File: src/rtl/ct_pkg.sv
package ct_pkg;

    localparam logic [15:0] OFS_SWI    = 16'h0000;
    localparam logic [15:0] OFS_CMP_LO = 16'h4000;
    localparam logic [15:0] OFS_CMP_HI = 16'h4004;
    localparam logic [15:0] OFS_CNT_LO = 16'hBFF8;
    localparam logic [15:0] OFS_CNT_HI = 16'hBFFC;

    typedef enum logic [2:0] {
        SEL_NONE,
        SEL_SWI,
        SEL_CMP_LO,
        SEL_CMP_HI,
        SEL_CNT_LO,
        SEL_CNT_HI
    } ct_sel_e;

    typedef struct packed {
        logic        wr_lo;
        logic        wr_hi;
        logic [3:0]  be;
        logic [31:0] data;
    } ct_wr_t;

    // Map a byte address onto a register; the low two bits do not take part.
    function automatic ct_sel_e ct_decode(input logic [31:0] addr,
                                          input logic [31:0] base);
        ct_sel_e s;
        s = SEL_NONE;
        if (addr[31:16] == base[31:16]) begin
            case ({addr[15:2], 2'b00})
                OFS_SWI:    s = SEL_SWI;
                OFS_CMP_LO: s = SEL_CMP_LO;
                OFS_CMP_HI: s = SEL_CMP_HI;
                OFS_CNT_LO: s = SEL_CNT_LO;
                OFS_CNT_HI: s = SEL_CNT_HI;
                default:    s = SEL_NONE;
            endcase
        end
        return s;
    endfunction

    // Replace only the byte lanes selected by the strobes.
    function automatic logic [31:0] ct_merge(input logic [31:0] old_w,
                                             input logic [31:0] new_w,
                                             input logic [3:0]  be);
        logic [31:0] r;
        for (int i = 0; i < 4; i++) begin
            r[8*i +: 8] = be[i] ? new_w[8*i +: 8] : old_w[8*i +: 8];
        end
        return r;
    endfunction

endpackage

File: src/rtl/ct_prescaler.sv
module ct_prescaler #(
    parameter int CLK_DIV = 10
) (
    input  logic clk,
    input  logic rst,
    output logic tick
);
    localparam int W = (CLK_DIV > 2) ? $clog2(CLK_DIV) : 1;
    localparam logic [W-1:0] LAST = W'(CLK_DIV - 1);

    logic [W-1:0] div_q;

    assign tick = (div_q == LAST);

    always_ff @(posedge clk) begin
        if (rst) begin
            div_q <= '0;
        end else if (tick) begin
            div_q <= '0;
        end else begin
            div_q <= div_q + W'(1);
        end
    end
endmodule

File: src/rtl/ct_reg64.sv
module ct_reg64
    import ct_pkg::*;
#(
    parameter logic [63:0] RESET_VAL = '0,
    parameter bit          COUNTING  = 1'b0
) (
    input  logic        clk,
    input  logic        rst,
    input  logic        inc,
    input  ct_wr_t      wr,
    output logic [63:0] q
);
    localparam logic CNT_EN = COUNTING;

    logic [63:0] q_r;
    logic        step;

    assign step = inc & CNT_EN;
    assign q    = q_r;

    always_ff @(posedge clk) begin
        if (rst) begin
            q_r <= RESET_VAL;
        end else if (wr.wr_lo) begin
            q_r[31:0] <= ct_merge(q_r[31:0], wr.data, wr.be);
        end else if (wr.wr_hi) begin
            q_r[63:32] <= ct_merge(q_r[63:32], wr.data, wr.be);
        end else if (step) begin
            q_r <= q_r + 64'd1;
        end
    end
endmodule

File: src/rtl/core_timer_ctl.sv
module core_timer_ctl
    import ct_pkg::*;
#(
    parameter logic [31:0] BASE_ADDR = 32'h0200_0000,
    parameter int          CLK_DIV   = 10
) (
    input  logic        clk,
    input  logic        rst,
    input  logic [31:0] bus_addr,
    input  logic        bus_we,
    input  logic [3:0]  bus_be,
    input  logic [31:0] bus_wdata,
    output logic [31:0] bus_rdata,
    output logic        timer_irq,
    output logic        soft_irq
);
    ct_sel_e     sel;
    logic        tick;
    logic [63:0] cnt_q;
    logic [63:0] cmp_q;
    logic        swi_q;
    ct_wr_t      cnt_wr;
    ct_wr_t      cmp_wr;

    assign sel = ct_decode(bus_addr, BASE_ADDR);

    always_comb begin
        cnt_wr       = '0;
        cmp_wr       = '0;
        cnt_wr.be    = bus_be;
        cnt_wr.data  = bus_wdata;
        cmp_wr.be    = bus_be;
        cmp_wr.data  = bus_wdata;
        cnt_wr.wr_lo = bus_we && (sel == SEL_CNT_LO);
        cnt_wr.wr_hi = bus_we && (sel == SEL_CNT_HI);
        cmp_wr.wr_lo = bus_we && (sel == SEL_CMP_LO);
        cmp_wr.wr_hi = bus_we && (sel == SEL_CMP_HI);
    end

    ct_prescaler #(.CLK_DIV(CLK_DIV)) i_div (
        .clk  (clk),
        .rst  (rst),
        .tick (tick)
    );

    ct_reg64 #(.RESET_VAL(64'd0), .COUNTING(1'b1)) i_cnt (
        .clk (clk),
        .rst (rst),
        .inc (tick),
        .wr  (cnt_wr),
        .q   (cnt_q)
    );

    ct_reg64 #(.RESET_VAL('1), .COUNTING(1'b0)) i_cmp (
        .clk (clk),
        .rst (rst),
        .inc (1'b0),
        .wr  (cmp_wr),
        .q   (cmp_q)
    );

    always_ff @(posedge clk) begin
        if (rst) begin
            swi_q <= 1'b0;
        end else if (bus_we && (sel == SEL_SWI) && bus_be[0]) begin
            swi_q <= bus_wdata[0];
        end
    end

    always_comb begin
        case (sel)
            SEL_SWI:    bus_rdata = {31'd0, swi_q};
            SEL_CMP_LO: bus_rdata = cmp_q[31:0];
            SEL_CMP_HI: bus_rdata = cmp_q[63:32];
            SEL_CNT_LO: bus_rdata = cnt_q[31:0];
            SEL_CNT_HI: bus_rdata = cnt_q[63:32];
            default:    bus_rdata = 32'd0;
        endcase
    end

    assign timer_irq = (cnt_q >= cmp_q);
    assign soft_irq  = swi_q;
endmodule

File: config.mk
export PLATFORM = sky130hd
export DESIGN_NAME = core_timer_ctl
export DESIGN_NICKNAME = d
export VERILOG_FILES = /design/src/rtl/ct_pkg.sv /design/src/rtl/ct_prescaler.sv /design/src/rtl/ct_reg64.sv /design/src/rtl/core_timer_ctl.sv
export SDC_FILE = /design/constraint.sdc
export NUM_CORES = 1
export LEC_CHECK = 0
export CORE_UTILIZATION = 60
export CTS_BUF_LIST = sky130_fd_sc_hd__clkbuf_2
export CTS_CLUSTER_DIAMETER = 100
export DETAILED_ROUTE_END_ITERATION = 6
export GPL_TIMING_DRIVEN = 0
export PLACE_DENSITY = 0.84
export SETUP_SLACK_MARGIN = 0.15
export SYNTH_ARGS = -nofsm -noshare
export SYNTH_HDL_FRONTEND = slang
export SYNTH_SLANG_ARGS = --single-unit
File: constraint.sdc
create_clock -name clk -period 3.9 [get_ports clk]
set_input_delay 0.585 -clock clk [delete_from_list [all_inputs] [get_ports clk]]
set_output_delay 0.585 -clock clk [all_outputs]
set_load 0.01 [all_outputs]
[Yosys cells after proc, flatten, opt, wreduce, memory -nomap -nowiden]
Index checks and enable logic that the tools add are counted.
Operators by class
  add/subtract/negate cells: 2
  order comparisons: 1
  equal/unequal tests: 20
  mux-type cells: 11
  bitwise logic cells: 2
  reductions and logical operators: 26
Operators with widths (number)
  $pmux 32 s5: 1
  $mux 32: 3
  $add 64x1->64 const B: 1
  $ge 64x64->1: 1
  $mux 64: 1
  $reduce_and 3->1: 12
  $mux 8: 4
  $eq 14x13->1 const B: 2
  $eq 14x14->1 const B: 2
  $eq 16x10->1 const B: 1
  $ne 2x2->1 const B: 8
  $pmux 3 s5: 1
  $logic_not 14->1: 1
  $reduce_and 2->1: 4
  $eq 3x2->1 const B: 2
  $eq 3x3->1 const B: 2
  $logic_and 1x1->1: 6
  $add 4x1->4 const B: 1
  $eq 4x4->1 const B: 1
  $reduce_bool 2->1: 2
  $eq 3x1->1 const B: 1
  $mux 3: 1
  $ne 2x1->1 const B: 1
  $not 1->1: 2
  $reduce_or 2->1: 1
Word-level totals
  bits in registers: 133
  input port bits: 71
  output and inout bits: 34
  word-level logic and storage cells: 80

[Depth between registers and ports, before layout]
  word-level depth: 7
  gate-level depth with buffers: 10
  mapped depth without buffers: 9

[By module]
A second synthesis with hierarchy kept.
Second synthesis, totals
  cells, all modules: 1304
  area total of the unflattened synthesis: 10156.0 um2
Modules (own cells, without submodules)
  ct_reg64 (i_cnt): instances 1, cells an instance 661, area each 4717.0 um2
  core_timer_ctl: instances 1, cells an instance 372, area each 2735.1 um2
  ct_reg64 (i_cmp): instances 1, cells an instance 251, area each 2519.9 um2
  ct_prescaler: instances 1, cells an instance 20, area each 183.9 um2

[Least setup slack after synthesis]
No wires, ideal clock.
  kind: input port to output port
  start point: input bus_addr[10]
  end point: output bus_rdata[12]
  data arrival time: 2.540 ns
  data required time: 3.315 ns
  setup slack: 0.775 ns
  cell stages on the path: 8
  buffers on the path: 2
  path through: nor4_1 nand4b_1 nand2b_1 a21oi_2 buf_2 buf_2 a21oi_1 o21ai_0
On the way
  longest elaborated chain between the ends: 5
RTL lines
  from (decl): line core_timer_ctl.sv:9  | input logic [31:0] bus_addr,
  $eq 14x14->1 (tied with other cells): line ct_pkg.sv:31  | case ({addr[15:2], 2'b00})
  $pmux 3 s5 (*): line ct_pkg.sv:31
  $mux 3 (*): line ct_pkg.sv:30  | if (addr[31:16] == base[31:16]) begin
  $eq 3x3->1 (tied with other cells): line core_timer_ctl.sv:71  | case (sel)
  $pmux 32 s5 (*): line core_timer_ctl.sv:71
  to (decl): line core_timer_ctl.sv:13  | output logic [31:0] bus_rdata,
Mark *: on every way between the ends. The rest lies on a longest branch, timed or not.

[Worst setup path after layout]
  start point: input bus_addr[8]
  end point: output bus_rdata[29]
Same word-level chain as after synthesis.

==> metrics.txt <==
Slew headroom 24.9%; synthesized cell area 9330 um^2; Avg Cell Area, Syn 7.35 um^2; r2r startpoint i_cnt.q[0]; area share of the largest cell type after synthesis 28.5%; register bit total from synthesis 133; Final Max Tran Viols 0; Tmin final 3.79 ns; DR DRC count 2; post-synthesis cell count between 1000 and 1500; r2r worst-path depth 9; Total Power 2630 uW; CTS sink cnt 133; Synth cell types 72; vias post-DR 11500; Total Wirelength between 40 and 50 mm; Vias/cell between 7 and 8; first-pass GRT wire length 58.8 mm; Initial Util 61.4%; Seq/Total Area, Yosys 28.5%; Synthesis Warnings 0; VDD IR max 0.294 mV; Root Buffer clkbuf_2; failing checks design-rule violations; Cells on Worst Hold Path 5; pwr/cell area 230 nW/um^2; Finish-stage setup viols 0; die area 16100 um^2; worst hold slack 0.468 ns; largest buffer count on any clock path 2; drt first pass iters 7; maxcap violations 0; Leak between 0.004 and 0.005 uW; Die W between 100 and 150 um; placed insts 1559; FILL cells 1199; hold crit path type primary input to register; startpoint type of the worst setup path primary input; critical path type primary input to output port; final net count approximately 1600; Area contributors post-synth dfxtp_1, ha_1, nand2_1; die height 127 um; critical path fanouts, max 10; Worst R2R End i_cnt.q[58]; crit share post-route 97.2%; initial antenna violation count 1; Critical Path AT about 3.2 ns; CP endpoint kind output port; initial drt markers 2105; most common cell after layout, fill and taps aside nand2_1; Top FF cell, synth dfxtp_1; core area 15200 um^2; RSZ-0062 raised after global routing true; clk_lat worst skew 0.80 ns; RePlAce Congestion approximately 1.1; EDFF count, synth 0; status finished with violations; multi-input logic area 6250 um^2; port buffer count 101; I/O pin count 105; H-tree Lvls 4; Inserted Clock Buffers 17; Finished Layout Cells between 1500 and 2000; Post-DRT Antenna Nets 0; largest net degree at the start of global routing 17; CTS clk-pin slew, worst paths between 0.2 and 0.25 ns; clk_skew 0.0405 ns; Hold Crit Endpoint soft_irq; fmax 0.264 GHz; register area 2690 um^2; total grt overflow 0; hold path start bus_we; Detailed Place HPWL approximately 28 mm; Layout area overhead 22.8%; syn_nets approximately 1400; register-to-register path setup slack 0.36 ns; dpl ws -1.20 ns; async set-reset flop share out of synthesis 0%; setup slack after layout 0.110 ns; most frequent cells in the layout nand2_1, a21oi_1, dfxtp_1; row count 45; CTS tree yes; global-route usage over all layers 48.5%; share of cells above drive strength 1 11.8%; Slew @ Worst Pin between 1 and 1.5 ns; Wirelength per Cell roughly 25 um; post-synth top area cell dfxtp_1; CTS Hold Buffers Added 0; vias in the first global route 10300; Final Hold Fails 0; Critical Path RT about 3.3 ns
-- cell usage after synthesis (all sizes together), types with 4 or more instances --
library cell / count
a21oi: 128
nor3: 29
nand4: 36
inv: 78
and4: 9
o21ai: 93
clkbuf: 45
nand3: 29
and3: 17
o41ai: 18
o31ai: 22
buf: 36
a31oi: 15
nor2: 78
nand2b: 5
a211oi: 12
o211ai: 67
a22oi: 37
or2: 4
and2: 11
o32ai: 10
a21o: 16
nand4b: 4
nand2: 203
ha: 67
or4: 4
dfxtp: 133
a41oi: 4
nor4: 13
o21a: 6
-- layout make-up --
class | count | share of cell area [%]
inverter | 78 | 2.55
antenna | 1 | 0.0218
clock inverter | 14 | 1.81
sequential | 133 | 23.4
tap | 188 | 2.05
multi-input combinational | 978 | 54.5
clock buffer | 18 | 0.786
buffer | 81 | 4.21
timing repair buffer | 133 | 10.6
-- registers in the layout, summed over array words and instances, names as in the netlist --
signal and count:
soft_irq 1, i_div.div_q 4, i_cmp.q 64, i_cnt.q 64
-- repair_timing --
action	in CTS	in global routing
setup endpoints to repair	33	33
setup buffers	21	8
cloned	2	0
pin swaps	7	13
gates resized for setup	107	49
-- per-stage QoR --
step	utilization [%]	setup TNS (ns)	cell area (um^2)
after floorplan	-	0	9330
after global placement	69.6	-32.29	10600
after detailed placement	69.6	-33.16	10600
after CTS	74.1	0	11300
after global routing	75.4	0	11500
final	75.4	0	11500
-- power by group --
part | switching [uW] | internal, uW | total (uW)
clock | 602 | 484 | 1090
combinational | 106 | 75.8 | 182
sequential | 2.63 | 1360 | 1360
total | 711 | 1920 | 2630
-- logic make-up after synthesis --
family | share of synthesized area [%]
mux | 0.335
flops | 28.5
compound gates | 31.5
fa+ha+maj | 8.98
xor+xnor | 0.0939
simple gates | 23.6
buf+inv | 6.90
-- how the worst max path moves through the flow --
stage                 start             to  slack [ns]  cells past startpoint
2_1_floorplan  bus_addr[10]  bus_rdata[12]        0.77                      8
3_3_place_gp   bus_addr[10]  bus_rdata[16]       -1.18                     10
3_5_place_dp   bus_addr[10]  bus_rdata[16]       -1.20                     10
4_1_cts        bus_addr[14]  bus_rdata[29]        0.11                     13
5_1_grt        bus_addr[10]   bus_rdata[0]        0.02                     11
6_report        bus_addr[8]  bus_rdata[29]        0.11                     13
-- critical path, stage by stage --
cell             delay (ns)
clkdlybuf4s50_1        0.54
nand4_1                0.15
buf_4                  0.18
nor4_4                 0.33
o21ai_2                0.11
a21oi_4                0.21
buf_4                  0.15
buf_4                  0.13
buf_8                  0.19
nor2_1                 0.06
a21oi_1                0.12
o21ai_0                0.12
dlygate4sd2_1          0.32
-- routing by layer --
layer / track usage, % / up-vias / wire [um]
met3: 14.4 / 231 / 6160
li1: - / 5020 / -
met5: 0 / - / 0
met1: 62.7 / 5268 / 14700
met4: 32.8 / 0 / 3100
met2: 69.7 / 1013 / 16300
Note: power is estimated with default switching activity, not from simulation.
